File: src/rtl/ple_pkg.sv
package ple_pkg;
    typedef enum logic [2:0] {
        S_IDLE  = 3'd0,
        S_ARMED = 3'd1,
        S_REQ   = 3'd2,
        S_RUN   = 3'd3,
        S_FLUSH = 3'd4
    } ple_state_e;
endpackage

File: src/rtl/ple_fn_unit.sv
module ple_fn_unit (
    input  logic [7:0] a,
    input  logic [7:0] b,
    input  logic [3:0] fn,
    output logic [7:0] r
);
    // Each bit looks up the truth table with index {a,b}
    for (genvar k = 0; k < 8; k++) begin : g_bit
        assign r[k] = fn[{a[k], b[k]}];
    end
endmodule

File: src/rtl/ple_merge.sv
module ple_merge (
    input  logic [7:0] cur,
    input  logic [7:0] prev,
    input  logic [2:0] sh,
    output logic [7:0] out
);
    logic [15:0] pair_w;
    always_comb begin
        pair_w = {cur, prev} >> sh;
        out    = pair_w[7:0];
    end
endmodule

File: src/rtl/ple_scan.sv
module ple_scan #(
    parameter int PB = 13
) (
    input  logic          clk,
    input  logic          rst_n,
    input  logic          frame_start,
    output logic [PB-1:0] scan_addr
);
    logic [PB-1:0] scan_d, scan_q;

    always_comb begin
        scan_d = frame_start ? '0 : scan_q + 1'b1;
    end

    always_ff @(posedge clk) begin
        if (!rst_n) scan_q <= '0;
        else        scan_q <= scan_d;
    end

    assign scan_addr = scan_q;

    AST_SCAN_STEP: assert property (@(posedge clk) disable iff (!rst_n)
        !frame_start |=> scan_addr == $past(scan_addr) + 1'b1);
    AST_SCAN_ZERO: assert property (@(posedge clk) disable iff (!rst_n)
        frame_start |=> scan_addr == '0);
endmodule

File: src/rtl/plane_logic_engine.sv
module plane_logic_engine #(
    parameter int IMG_W = 256,
    parameter int IMG_H = 256,
    parameter int NBLK  = 4,
    localparam int COLS = IMG_W / 8,
    localparam int CB   = $clog2(COLS),
    localparam int RB   = $clog2(IMG_H),
    localparam int XB   = $clog2(IMG_W),
    localparam int PB   = RB + CB,
    localparam int BB   = $clog2(NBLK)
) (
    input  logic             clk,
    input  logic             rst_n,
    input  logic             cmd_arm,
    input  logic [1:0]       cmd_pair,
    input  logic [BB-1:0]    cmd_src_blk,
    input  logic             cmd_to_disp,
    input  logic [BB-1:0]    cmd_dst_blk,
    input  logic [3:0]       cmd_fn,
    input  logic [XB-1:0]    cmd_dx,
    input  logic [RB-1:0]    cmd_dy,
    input  logic             frame_start,
    output logic             bus_req,
    input  logic             bus_gnt,
    output logic             done,
    output logic [PB-1:0]    disp_raddr,
    input  logic [7:0]       disp_rdata,
    output logic             disp_we,
    output logic [PB-1:0]    disp_waddr,
    output logic [7:0]       disp_wdata,
    output logic [PB-1:0]    disp_scan_addr,
    output logic [BB+PB-1:0] blk_raddr,
    input  logic [7:0]       blk_rdata,
    output logic             blk_we,
    output logic [BB+PB-1:0] blk_waddr,
    output logic [7:0]       blk_wdata,
    output logic [PB-1:0]    edge_raddr,
    input  logic [7:0]       edge_rdata
);
    import ple_pkg::*;

    localparam logic [CB:0]   COLS_L   = (CB+1)'(COLS);
    localparam logic [RB-1:0] ROW_LAST = RB'(IMG_H - 1);

    typedef struct packed {
        ple_state_e    st;
        logic [1:0]    pair;
        logic [BB-1:0] sblk;
        logic          to_disp;
        logic [BB-1:0] dblk;
        logic [3:0]    fn;
        logic [CB-1:0] qb;     // byte part of the negated X offset
        logic [2:0]    sh;     // bit part of the negated X offset
        logic [RB-1:0] dy;
        logic [RB-1:0] row;    // destination row being read for
        logic [CB:0]   col;    // read step within the row, 0..COLS
        logic          v1;     // read data valid this cycle
        logic [RB-1:0] row1;
        logic [CB:0]   col1;
        logic [7:0]    prev;   // previous result byte of the row
        logic          done;
    } ctl_t;

    ctl_t d, q;

    logic [XB-1:0] neg_dx;
    logic [RB-1:0] src_row;
    logic [CB-1:0] src_col;
    logic [CB-1:0] dst_col;
    logic [7:0]    op_a;
    logic [7:0]    res;
    logic [7:0]    merged;
    logic          wr;

    // Translation is dropped for a display destination
    always_comb begin
        neg_dx = cmd_to_disp ? '0 : ({XB{1'b0}} - cmd_dx);
    end

    always_comb begin
        d      = q;
        d.done = 1'b0;
        d.v1   = 1'b0;
        if (q.v1) d.prev = res;
        case (q.st)
            S_IDLE: begin
                if (cmd_arm) begin
                    d.st      = S_ARMED;
                    d.pair    = cmd_pair;
                    d.sblk    = cmd_src_blk;
                    d.to_disp = cmd_to_disp;
                    d.dblk    = cmd_dst_blk;
                    d.fn      = cmd_fn;
                    d.qb      = neg_dx[XB-1:3];
                    d.sh      = neg_dx[2:0];
                    d.dy      = cmd_to_disp ? '0 : cmd_dy;
                end
            end
            S_ARMED: begin
                if (frame_start) d.st = S_REQ;
            end
            S_REQ: begin
                if (bus_gnt) begin
                    d.st  = S_RUN;
                    d.row = '0;
                    d.col = '0;
                end
            end
            S_RUN: begin
                d.v1   = 1'b1;
                d.row1 = q.row;
                d.col1 = q.col;
                if (q.col == COLS_L) begin
                    d.col = '0;
                    if (q.row == ROW_LAST) d.st = S_FLUSH;
                    else                   d.row = q.row + 1'b1;
                end else begin
                    d.col = q.col + 1'b1;
                end
            end
            S_FLUSH: begin
                d.st   = S_IDLE;
                d.done = 1'b1;
            end
            default: d.st = S_IDLE;
        endcase
    end

    always_ff @(posedge clk) begin
        if (!rst_n) q <= '0;
        else        q <= d;
    end

    // Source address: destination coordinates minus the offset, wrapped
    always_comb begin
        src_row = q.row - q.dy;
        src_col = q.qb + q.col[CB-1:0];
        dst_col = q.col1[CB-1:0] - 1'b1;
        case (q.pair)
            2'd0:    op_a = blk_rdata;
            2'd1:    op_a = edge_rdata;
            default: op_a = disp_rdata;
        endcase
    end

    ple_fn_unit u_fn (
        .a  (op_a),
        .b  (disp_rdata),
        .fn (q.fn),
        .r  (res)
    );

    ple_merge u_merge (
        .cur  (res),
        .prev (q.prev),
        .sh   (q.sh),
        .out  (merged)
    );

    ple_scan #(.PB(PB)) u_scan (
        .clk         (clk),
        .rst_n       (rst_n),
        .frame_start (frame_start),
        .scan_addr   (disp_scan_addr)
    );

    assign wr         = q.v1 && (q.col1 != '0);
    assign disp_raddr = {src_row, src_col};
    assign edge_raddr = {src_row, src_col};
    assign blk_raddr  = {q.sblk, src_row, src_col};
    assign disp_we    = wr && q.to_disp;
    assign blk_we     = wr && !q.to_disp;
    assign disp_waddr = {q.row1, dst_col};
    assign blk_waddr  = {q.dblk, q.row1, dst_col};
    assign disp_wdata = merged;
    assign blk_wdata  = merged;
    assign bus_req    = (q.st == S_REQ) || (q.st == S_RUN) || (q.st == S_FLUSH);
    assign done       = q.done;

    AST_REQ_AFTER_FRAME: assert property (@(posedge clk) disable iff (!rst_n)
        $rose(bus_req) |-> $past(frame_start));
    AST_WRITE_NEEDS_GNT: assert property (@(posedge clk) disable iff (!rst_n)
        (disp_we || blk_we) |-> bus_gnt);
    AST_ONE_WRITER: assert property (@(posedge clk) disable iff (!rst_n)
        $onehot0({disp_we, blk_we}));
    AST_DONE_RELEASES: assert property (@(posedge clk) disable iff (!rst_n)
        done |-> !bus_req);
    AST_DONE_PULSE: assert property (@(posedge clk) disable iff (!rst_n)
        done |=> !done);
    AST_DONE_AFTER_WRITE: assert property (@(posedge clk) disable iff (!rst_n)
        done |-> $past(disp_we || blk_we));
endmodule

File: config.mk
export PLATFORM = sky130hd
export DESIGN_NAME = plane_logic_engine
export DESIGN_NICKNAME = d
export VERILOG_FILES = /design/src/rtl/ple_pkg.sv /design/src/rtl/ple_fn_unit.sv /design/src/rtl/ple_merge.sv /design/src/rtl/ple_scan.sv /design/src/rtl/plane_logic_engine.sv
export SDC_FILE = /design/constraint.sdc
export NUM_CORES = 1
export LEC_CHECK = 0
export BUFFER_PORTS_ARGS = -buffer_cell sky130_fd_sc_hd__buf_2
export CAP_MARGIN = 15
export CELL_PAD_IN_SITES_DETAIL_PLACEMENT = 2
export CELL_PAD_IN_SITES_GLOBAL_PLACEMENT = 2
export CORE_UTILIZATION = 30
export DETAILED_ROUTE_END_ITERATION = 10
export PLACE_DENSITY = 0.78
export SLEW_MARGIN = 20
export SYNTH_ARGS = -nofsm -noshare
export SYNTH_HDL_FRONTEND = slang
export SYNTH_SLANG_ARGS = --single-unit
export TNS_END_PERCENT = 30
File: constraint.sdc
create_clock -name clk -period 2.5 [get_ports clk]
set_input_delay 0.25 -clock clk [delete_from_list [all_inputs] [get_ports clk]]
set_output_delay 0.25 -clock clk [all_outputs]
set_load 0.01 [all_outputs]
Word-level counts from Yosys, hierarchy flattened

Cells that the tools add are included.

Register bits: 81
Input bits: 56
Output and inout bits: 102
Word-level logic and storage cells: 94

$add $sub $neg: 7
Order comparisons: 8
Eq/ne operators: 13
Shift operators: 1
Mux-type cells: 32
Bitwise operators: 1
Reductions and logical operators: 15

Operators by type and width:

| operator                                                               | count |
|---|---|
| 8-bit two-way mux                                                      | 4 |
| 30-bit two-way mux                                                     | 1 |
| 14-bit case mux with 2 select lines                                    | 1 |
| 2-bit by 3-bit < comparator with 1-bit output (second input constant)  | 8 |
| 1-bit binary-select mux with 2-bit select                              | 8 |
| 8-bit case mux with 2 select lines                                     | 1 |
| 16-bit by 3-bit >> shifter with 8-bit output                           | 1 |
| 15-bit two-way mux                                                     | 1 |
| 14-bit two-way mux                                                     | 1 |
| 13-bit by 1-bit adder with 13-bit output (second input constant)       | 1 |
| 3-bit two-way mux                                                      | 4 |
| 2-bit != test (second input constant)                                  | 6 |
| 3-bit case mux with 4 select lines                                     | 1 |
| 1-bit two-way mux                                                      | 9 |
| 8-bit by 1-bit adder with 8-bit output (second input constant)         | 1 |
| 8-bit equality test (second input constant)                            | 1 |
| 1-bit by 8-bit subtractor with 8-bit output (first input constant)     | 1 |
| 8-bit subtractor                                                       | 1 |
| 6-bit by 1-bit adder with 6-bit output (second input constant)         | 1 |
| 3-bit by 2-bit equality test with 1-bit output (second input constant) | 2 |
| 6-bit equality test (second input constant)                            | 1 |
| 6-bit two-way mux                                                      | 1 |
| 6-bit nonzero test                                                     | 1 |
| 5-bit adder                                                            | 1 |
| other kinds (15)                                                       | 19 |

Depth between registers and ports, before layout

Gate-level depths: netlist of the first run.

Depth after elaboration: 5
Mapped depth: 10
Depth with buffers taken out: 9

Cells and area by module

From an unflattened synthesis of the first run, not the netlist that was laid out.

Cell total of the unflattened synthesis: 618
Area, all modules: 5208.7 um^2

By module, submodules not included:

| module             | instances | cells each | area an instance (um^2) | seq. area each (um^2) |
|---|---|---|---|---|
| plane_logic_engine | 1         | 499        | 4021.4                  | 1361.3 |
| ple_scan           | 1         | 63         | 566.8                   | 260.2 |
| ple_merge          | 1         | 48         | 440.4                   | 0.0 |
| ple_fn_unit        | 1         | 8          | 180.2                   | 0.0 |

Worst setup path after synthesis of the first run

OpenSTA, ideal clock, no wires.

Path type: reg2out
From: register q[63] in the netlist's numbering
To: output port disp_wdata[5]
Arrival: 2146 ps
Data required time: 2250 ps
Path slack: 104 ps
Cell stages (with the launch flop): 8
Buffers on the path: 2
Path through: dfxtp_1 -> buf_4 -> mux2i_1 -> mux2_2 -> o21ai_1 -> o21ai_0 -> a222oi_1 -> buf_4

Cells in the longest elaborated chain, start to end: 5
Elaborated cells on any way between the ends: 20
Those cells by class: 1 x eq/ne; 1 x shift; 17 x mux; 1 x reduce/logical

RTL lines:

| item                                                                                | RTL line                  | source |
|---|---|---|
| start, declared                                                                     | plane_logic_engine.sv:64  | `ctl_t d, q;` |
| start signal, assigned                                                              | plane_logic_engine.sv:130 | `if (!rst_n) q <= '0;` |
| start signal, assigned                                                              | plane_logic_engine.sv:131 | `else q <= d;` |
| 2-bit by 1-bit equality test with 1-bit output or 2-bit logical NOT (tied branches) | plane_logic_engine.sv:139 | `case (q.pair)` |
| 8-bit case mux with 2 select lines *                                                | plane_logic_engine.sv:139 |  |
| 1-bit binary-select mux with 2-bit select                                           | ple_fn_unit.sv:9          | `assign r[k] = fn[{a[k], b[k]}];` |
| 1-bit two-way mux (not written as such)                                             | ple_fn_unit.sv:9          |  |
| 16-bit by 3-bit >> shifter with 8-bit output *                                      | ple_merge.sv:9            | `pair_w = {cur, prev} >> sh;` |
| end, declared                                                                       | plane_logic_engine.sv:30  | `output logic [7:0] disp_wdata,` |

Every way passes the cells marked *; elsewhere a longest branch is shown, timed or not. The select of a mux whose other input is x is not followed.

Worst setup path in the final report of the first run

From: register q[56] in the netlist's numbering
To: output port disp_wdata[5]

Cells in the longest elaborated chain, start to end: 3
Elaborated cells on any way between the ends: 17
Those cells by class: 1 x shift; 16 x mux

RTL lines:

| item                                           | RTL line |
|---|---|
| 1-bit binary-select mux with 2-bit select      | ple_fn_unit.sv:9 |
| 1-bit two-way mux (not written as such)        | ple_fn_unit.sv:9 |
| 16-bit by 3-bit >> shifter with 8-bit output * | ple_merge.sv:9 |

Marks and branches as above.

==> flow_metrics.env, run 1 <==
export IMPL_ios=158
export IMPL_cts_tree="built"
export IMPL_port_buffers=157
export IMPL_antenna_found_initial=0
export IMPL_final_common_cell="buf_2"
export IMPL_vias_per_cell=5.029
export IMPL_fmax_mhz=380.9
export IMPL_cts_hold_buffers=0
export IMPL_ir_drop_v=0.0003342
export IMPL_cp_end_kind="primary output"
export IMPL_netlist_area_leader_share_pct=31.03
export IMPL_htree_num_levels=3
export IMPL_async_flop_share_pct=0
export IMPL_synth_edf_count=0
export IMPL_period_minus_slack_ns=2.625
export IMPL_cp_max_fo=9
export IMPL_grt_pass1_wl_um=26590
export IMPL_hp_start="cmd_dst_blk[1]"
export IMPL_cts_buffers=9
export IMPL_cp_top_family="compound AO/OA/AOI/OAI gates"
export IMPL_clk_pin_slew_ns=0.06
export IMPL_syn2layout_area_growth_pct=20.71
export IMPL_crit_arrival_ns=2.38
export IMPL_drt_iter0_drc=130
export IMPL_leakage_nw=2.718
export IMPL_holdPathStages=3
export IMPL_grt_max_degree=30
export IMPL_final_cells=954
export IMPL_drv_cap=0
export IMPL_min_path_type="in -> reg"
export IMPL_setup_viol=10
export IMPL_start_util_pct=31.07
export IMPL_synthesis_nets=708
export IMPL_overflow=0
export IMPL_drive_above_1_share_pct=34.60
export IMPL_drtPass1Iterations=6
export IMPL_dp_hpwl_um=12360
export IMPL_skew_ns=0.01271
export IMPL_wl_per_cell_um=17.69
export IMPL_slew_viol_final=0
export IMPL_critPathBufInv=1
export IMPL_wl_um=16880
export IMPL_core_um2=16820
export IMPL_powerDensity_nw_per_um2=565.7
export IMPL_slowest_stage="dfxtp_1"
export IMPL_slew_headroom_pct=44.79
export IMPL_grt_util_all_layers_pct=18.59
export IMPL_reg2reg_to="q[37]"
export IMPL_via_count=4798
export IMPL_final_cell_mix="buf_2 (157), nand2_1 (86), dfxtp_1 (73)"
export IMPL_p_total_w=0.003569
export IMPL_synth_warnings=0
export IMPL_drc=0
export IMPL_fin_ws_ns=-0.1252
export IMPL_worst_pin_slew_ns=0.8194
export IMPL_ant_nets=0
export IMPL_dieArea_um2=17950
export IMPL_fp_dieH_um=134.0
export IMPL_violations="setup timing"
export IMPL_finalCritPeriodShare_pct=105.0
export IMPL_finalHoldViolCount=0
export IMPL_grt_pass1_vias=5210
export IMPL_synth_cell_types=57
export IMPL_ys_ff_latch=81
export IMPL_status="finished with violations"
export IMPL_clkSinkCount=81
export IMPL_fin_tns_setup_ns=-0.8150
export IMPL_dpl_cell_count=932
export IMPL_path_cells="mux2i_1 > mux2_2 > o21ai_4 > o21ai_0 > a222oi_1 > buf_2"
export IMPL_fp_row_count=47
export IMPL_worstRegToRegCells=7
export IMPL_ys_flop_type="dfxtp_1"
export IMPL_synth_top_area_cell="dfxtp_1"
export IMPL_final_nets=805
export IMPL_clk_latency_ns=0.35
export IMPL_syn_instance_count=632
export IMPL_cp_required_ns=2.25
export IMPL_die_w_um=134.0
export IMPL_syn_area_um2=5226
export IMPL_num_antenna_cells=0
export IMPL_synthTopCellsByArea="dfxtp_1 (31%), buf_4 (8.6%), a21oi_1 (6.3%)"
export IMPL_hold_path_end="blk_waddr[14]"
export IMPL_cts_max_path_buffers=2
export IMPL_r2r_setup_slack_ns=0.37
export IMPL_gp_congestion=0.8527
export IMPL_slowest_delay_ns=0.52
export IMPL_r2r_start="q[25]"
export IMPL_rsz0062_at_grt="true"
export IMPL_yosysSeqAreaShare_pct=31.03
export IMPL_pre_cts_slack_ns=0.05669
export IMPL_synth_area_per_cell_um2=8.269
export IMPL_critPathLaunchType="flip-flop"
export IMPL_cts_root_buf="clkbuf_16"
export IMPL_path_class="reg -> out"
-- final cells by class --
cell class / instances / area (um2)
clock inverter: 7 / 82.58
sequential: 81 / 1637
clock buffer: 9 / 225.2
tap: 220 / 275.3
fill: 1931 / 10510
timing repair buffer: 177 / 952.2
multi-input combinational: 428 / 3017
inverter: 32 / 120.1
-- logic make-up (layout without fill, tap and decap cells) --
| logic type | after synthesis | count (layout) | synth area share (%) |
|---|---|---|---|
| muxes | 52 | 52 | 13.36 |
| xor gates and xnor gates | 25 | 25 | 4.190 |
| DFF | 81 | 81 | 31.03 |
| AOI/OAI and AO/OA | 121 | 121 | 13.34 |
| adders and majority gates | 20 | 20 | 5.076 |
| and+or+nand+nor | 210 | 210 | 19.75 |
| buffers and inverters | 123 | 225 | 13.26 |
-- synthesized netlist by cell type (all sizes together), types with 5 or more instances --
library cell and count:
a21o 5, a21oi 66, and3 7, buf 68
clkbuf 23, dfxtp 81, ha 18, inv 31
mux2 12, mux2i 27, mux4 13, nand2 86
nand3 15, nand3b 14, nand4 5, nor2 41
nor2b 7, nor3 11, o21ai 25, or3 7
xnor2 12, xor2 13
-- power by group --
part,switching (W),leakage (nW),total (W),internal (W)
Clock,0.000615,0.145,0.00141,0.000792
Sequential,0.0000610,0.660,0.00139,0.00133
Combinational,0.000429,1.91,0.000771,0.000342
-- flip-flops by register name, summed over array words and instances, names as in the netlist --
| name | cells |
|---|---|
| q | 55 |
| u_scan.scan_addr | 13 |
| done | 1 |
| blk_raddr | 2 |
| blk_waddr | 10 |
-- worst min-delay path, cell delays in order --
cell     delay, ns
buf_2         0.10
nand2_1       0.04
a21oi_1       0.05
-- stage by stage --
stage	instance area, um2	hold slack (ns)	utilization [%]
after detailed placement	5826	0.4535	34.64
after CTS	6231	0.1332	37.05
after floorplan	5226	0.3860	-
after global placement	5826	0.4412	34.64
after global routing	6309	0.1529	37.51
final	6309	0.1402	37.51
-- metal layers --
layer / share of wire, % / GRT usage (%) / vias up
met5: 0 / 0 / -
met3: 3.0 / 2.457 / 20
met2: 52 / 34.08 / 108
li1: - / - / 2322
met4: 1.5 / 6.313 / 0
met1: 44 / 22.11 / 2348
-- repair_timing --
action	4_1_cts	5_1_grt
pin swaps	5	2
resized for setup	21	18
setup buffers	4	2
endpoints found under the setup margin	17	24
-- worst max-delay path by stage --
stage                      from             end  depth (start not counted)
final                     q[56]   disp_wdata[5]                          6
after global routing      q[56]   disp_wdata[5]                          6
after CTS                 q[63]    blk_wdata[5]                          7
after detailed placement  q[54]   disp_wdata[5]                          6
after global placement    q[30]  disp_raddr[11]                         10
after floorplan           q[63]   disp_wdata[5]                          7
No activity file was read; power rests on OpenSTA's default activity.
==> run 2, diff against run 1 <==
--- a/config.mk
+++ b/config.mk
@@ -9,6 +9,7 @@
 export CAP_MARGIN = 15
 export CELL_PAD_IN_SITES_DETAIL_PLACEMENT = 2
 export CELL_PAD_IN_SITES_GLOBAL_PLACEMENT = 2
+export CORE_ASPECT_RATIO = 0.6
 export CORE_UTILIZATION = 30
 export DETAILED_ROUTE_END_ITERATION = 10
 export PLACE_DENSITY = 0.78
==> flow_metrics.env, run 2 (synthesis gave the netlist of run 1 again) <==
export IMPL_status="finished with violations"
export IMPL_violations="setup timing"
export IMPL_critPathLaunchType="flip-flop"
export IMPL_finalHoldViolCount=0
export IMPL_clk_latency_ns=0.34
export IMPL_grtUsageMet1_pct=25.84
export IMPL_cts_hold_buffers=0
export IMPL_p_int_w=0.002650
export IMPL_p_total_w=0.003708
export IMPL_grt_max_degree=35
export IMPL_grt_pass1_wl_um=27390
export IMPL_slew_viol_final=0
export IMPL_hp_start="cmd_src_blk[0]"
export IMPL_pre_cts_slack_ns=0.07146
export IMPL_startpoint="q[63]"
export IMPL_crit_top_cell="mux2i_2"
export IMPL_pwr_share_seq_pct=37.3
export IMPL_top_register="q"
export IMPL_dieArea_um2=17970
export IMPL_met3_usage_pct=4.262
export IMPL_syn2layout_area_growth_pct=21.93
export IMPL_p_sw_share_pct=28.54
export IMPL_slowest_delay_ns=0.37
export IMPL_slowest_stage="dfxtp_4"
export IMPL_wl_per_cell_um=18.07
export IMPL_final_cell_mix="buf_2 (157), nand2_1 (86), dfxtp_1 (75)"
export IMPL_ios=158
export IMPL_utilization_pct=38.34
export IMPL_rsz0062_at_grt="true"
export IMPL_cp_end_kind="primary output"
export IMPL_wl_um=17500
export IMPL_dp_hpwl_um=13240
export IMPL_fin_ws_ns=-0.1450
export IMPL_gp_congestion=0.8185
export IMPL_p_comb_share_pct=21.1
export IMPL_cts_root_buf="clkbuf_16"
export IMPL_holdPathStages=3
export IMPL_grt_pass1_vias=5155
export IMPL_largest_reg_flops=55
export IMPL_p_sw_w=0.001058
export IMPL_setup_viol=12
export IMPL_skew_ns=0.01056
export IMPL_die_w_um=172.4
export IMPL_drv_cap=0
export IMPL_fp_row_count=36
export IMPL_port_buffers=157
export IMPL_path_cells="buf_8 > mux2i_2 > mux4_2 > mux2i_2 > mux2_2 > a222oi_1 > buf_4 > buf_2"
export IMPL_cts_buffers=9
export IMPL_crit_arrival_ns=2.39
export IMPL_drtPass1Iterations=4
export IMPL_min_path_type="in -> reg"
export IMPL_final_nets=809
export IMPL_start_util_pct=31.44
export IMPL_htree_num_levels=3
export IMPL_vias_per_cell=5.054
export IMPL_r2r_setup_slack_ns=0.34
export IMPL_finalCritPeriodShare_pct=105.8
export IMPL_top_usage_layer="met2"
export IMPL_r2r_start="q[25]"
export IMPL_fp_dieH_um=104.2
export IMPL_via_count=4892
export IMPL_clk_pin_slew_ns=0.06
export IMPL_powerDensity_nw_per_um2=581.9
export IMPL_ir_drop_v=0.0003534
export IMPL_cts_max_path_buffers=2
export IMPL_reg2reg_to="q[37]"
export IMPL_p_clk_share_pct=41.6
export IMPL_period_minus_slack_ns=2.645
export IMPL_drt_iter0_drc=170
export IMPL_path_class="reg -> out"
export IMPL_drc=0
export IMPL_slew_headroom_pct=52.87
export IMPL_use_met2_pct=32.06
export IMPL_fmax_mhz=378.1
export IMPL_worstRegToRegCells=7
export IMPL_drive_above_1_share_pct=34.69
export IMPL_final_common_cell="buf_2"
export IMPL_worst_pin_slew_ns=0.6996
export IMPL_antenna_found_initial=2
export IMPL_cp_required_ns=2.25
export IMPL_leakage_nw=2.765
export IMPL_grt_util_all_layers_pct=19.51
export IMPL_hold_path_end="blk_raddr[13]"
export IMPL_clkSinkCount=81
export IMPL_overflow=0
export IMPL_ant_nets=0
export IMPL_cts_tree="built"
export IMPL_cp_max_fo=7
export IMPL_core_um2=16620
[run 2: through the flow]
step                      area [um2]  instances  hold WS, ns  setup TNS [ns]
after floorplan                 5226        632       0.3860               0
after global placement          5851        942       0.4408               0
after detailed placement        5851        942       0.4539               0
after CTS                       6291        964       0.1448          -1.670
after global routing            6367        966       0.1608          -2.397
final                           6372        968       0.1528          -1.065
[run 2: routing by layer]
metal	share of wire (%)	vias up	wire (um)
met5	0	-	0
met3	4.6	13	813
met1	48	2439	8413
met2	46	107	8101
li1	-	2333	-
met4	0.95	0	167
[run 2: power by group through the flow]
stage	registers [W]	clock network, W	logic [W]
4_1_cts	0.00138	0.00158	0.000755
5_1_grt	0.00139	0.00163	0.000846
6_report	0.00138	0.00154	0.000781
2_1_floorplan	0.00138	0	0.000547
3_5_place_dp	0.00141	0	0.000727
3_3_place_gp	0.00140	0	0.000697
[run 2: worst max-delay path, delay by kind of cell (launching register included)]
kind,cells,cell delay (ns)
AOI/OAI and AO/OA,1,0.31
DFF,1,0.37
muxes,4,0.94
buffers and inverters,3,0.44
[run 2: final cells by class]
cell class              instances  area [um2]
diodes                          2       5.005
clock buffers                  10       229.0
clock inverters                 6       115.1
fillers                      1907       10250
inverters                      32       122.6
multi-input cells             428        3004
flip-flops and latches         81        1634
well taps                     228       285.3
repair buffers                181       977.2
[run 2: how the worst max path moves through the flow]
stage / endpoint / slack, ns / depth (start not counted)
CTS: disp_wdata[5] / -0.22 / 7
finish: disp_wdata[5] / -0.14 / 8
floorplan: disp_wdata[5] / 0.10 / 7
detailed placement: disp_wdata[5] / 0.07 / 7
global route: disp_wdata[5] / -0.26 / 8
global placement: blk_wdata[5] / 0.22 / 7
[run 2: what timing repair did]
| item | 4_1_cts | 5_1_grt |
|---|---|---|
| setup buffers | 6 | 2 |
| resized for setup | 18 | 18 |
| endpoints found under the hold margin | 0 | 0 |
| pin swaps | 9 | 5 |
| endpoints found under the setup margin | 21 | 24 |
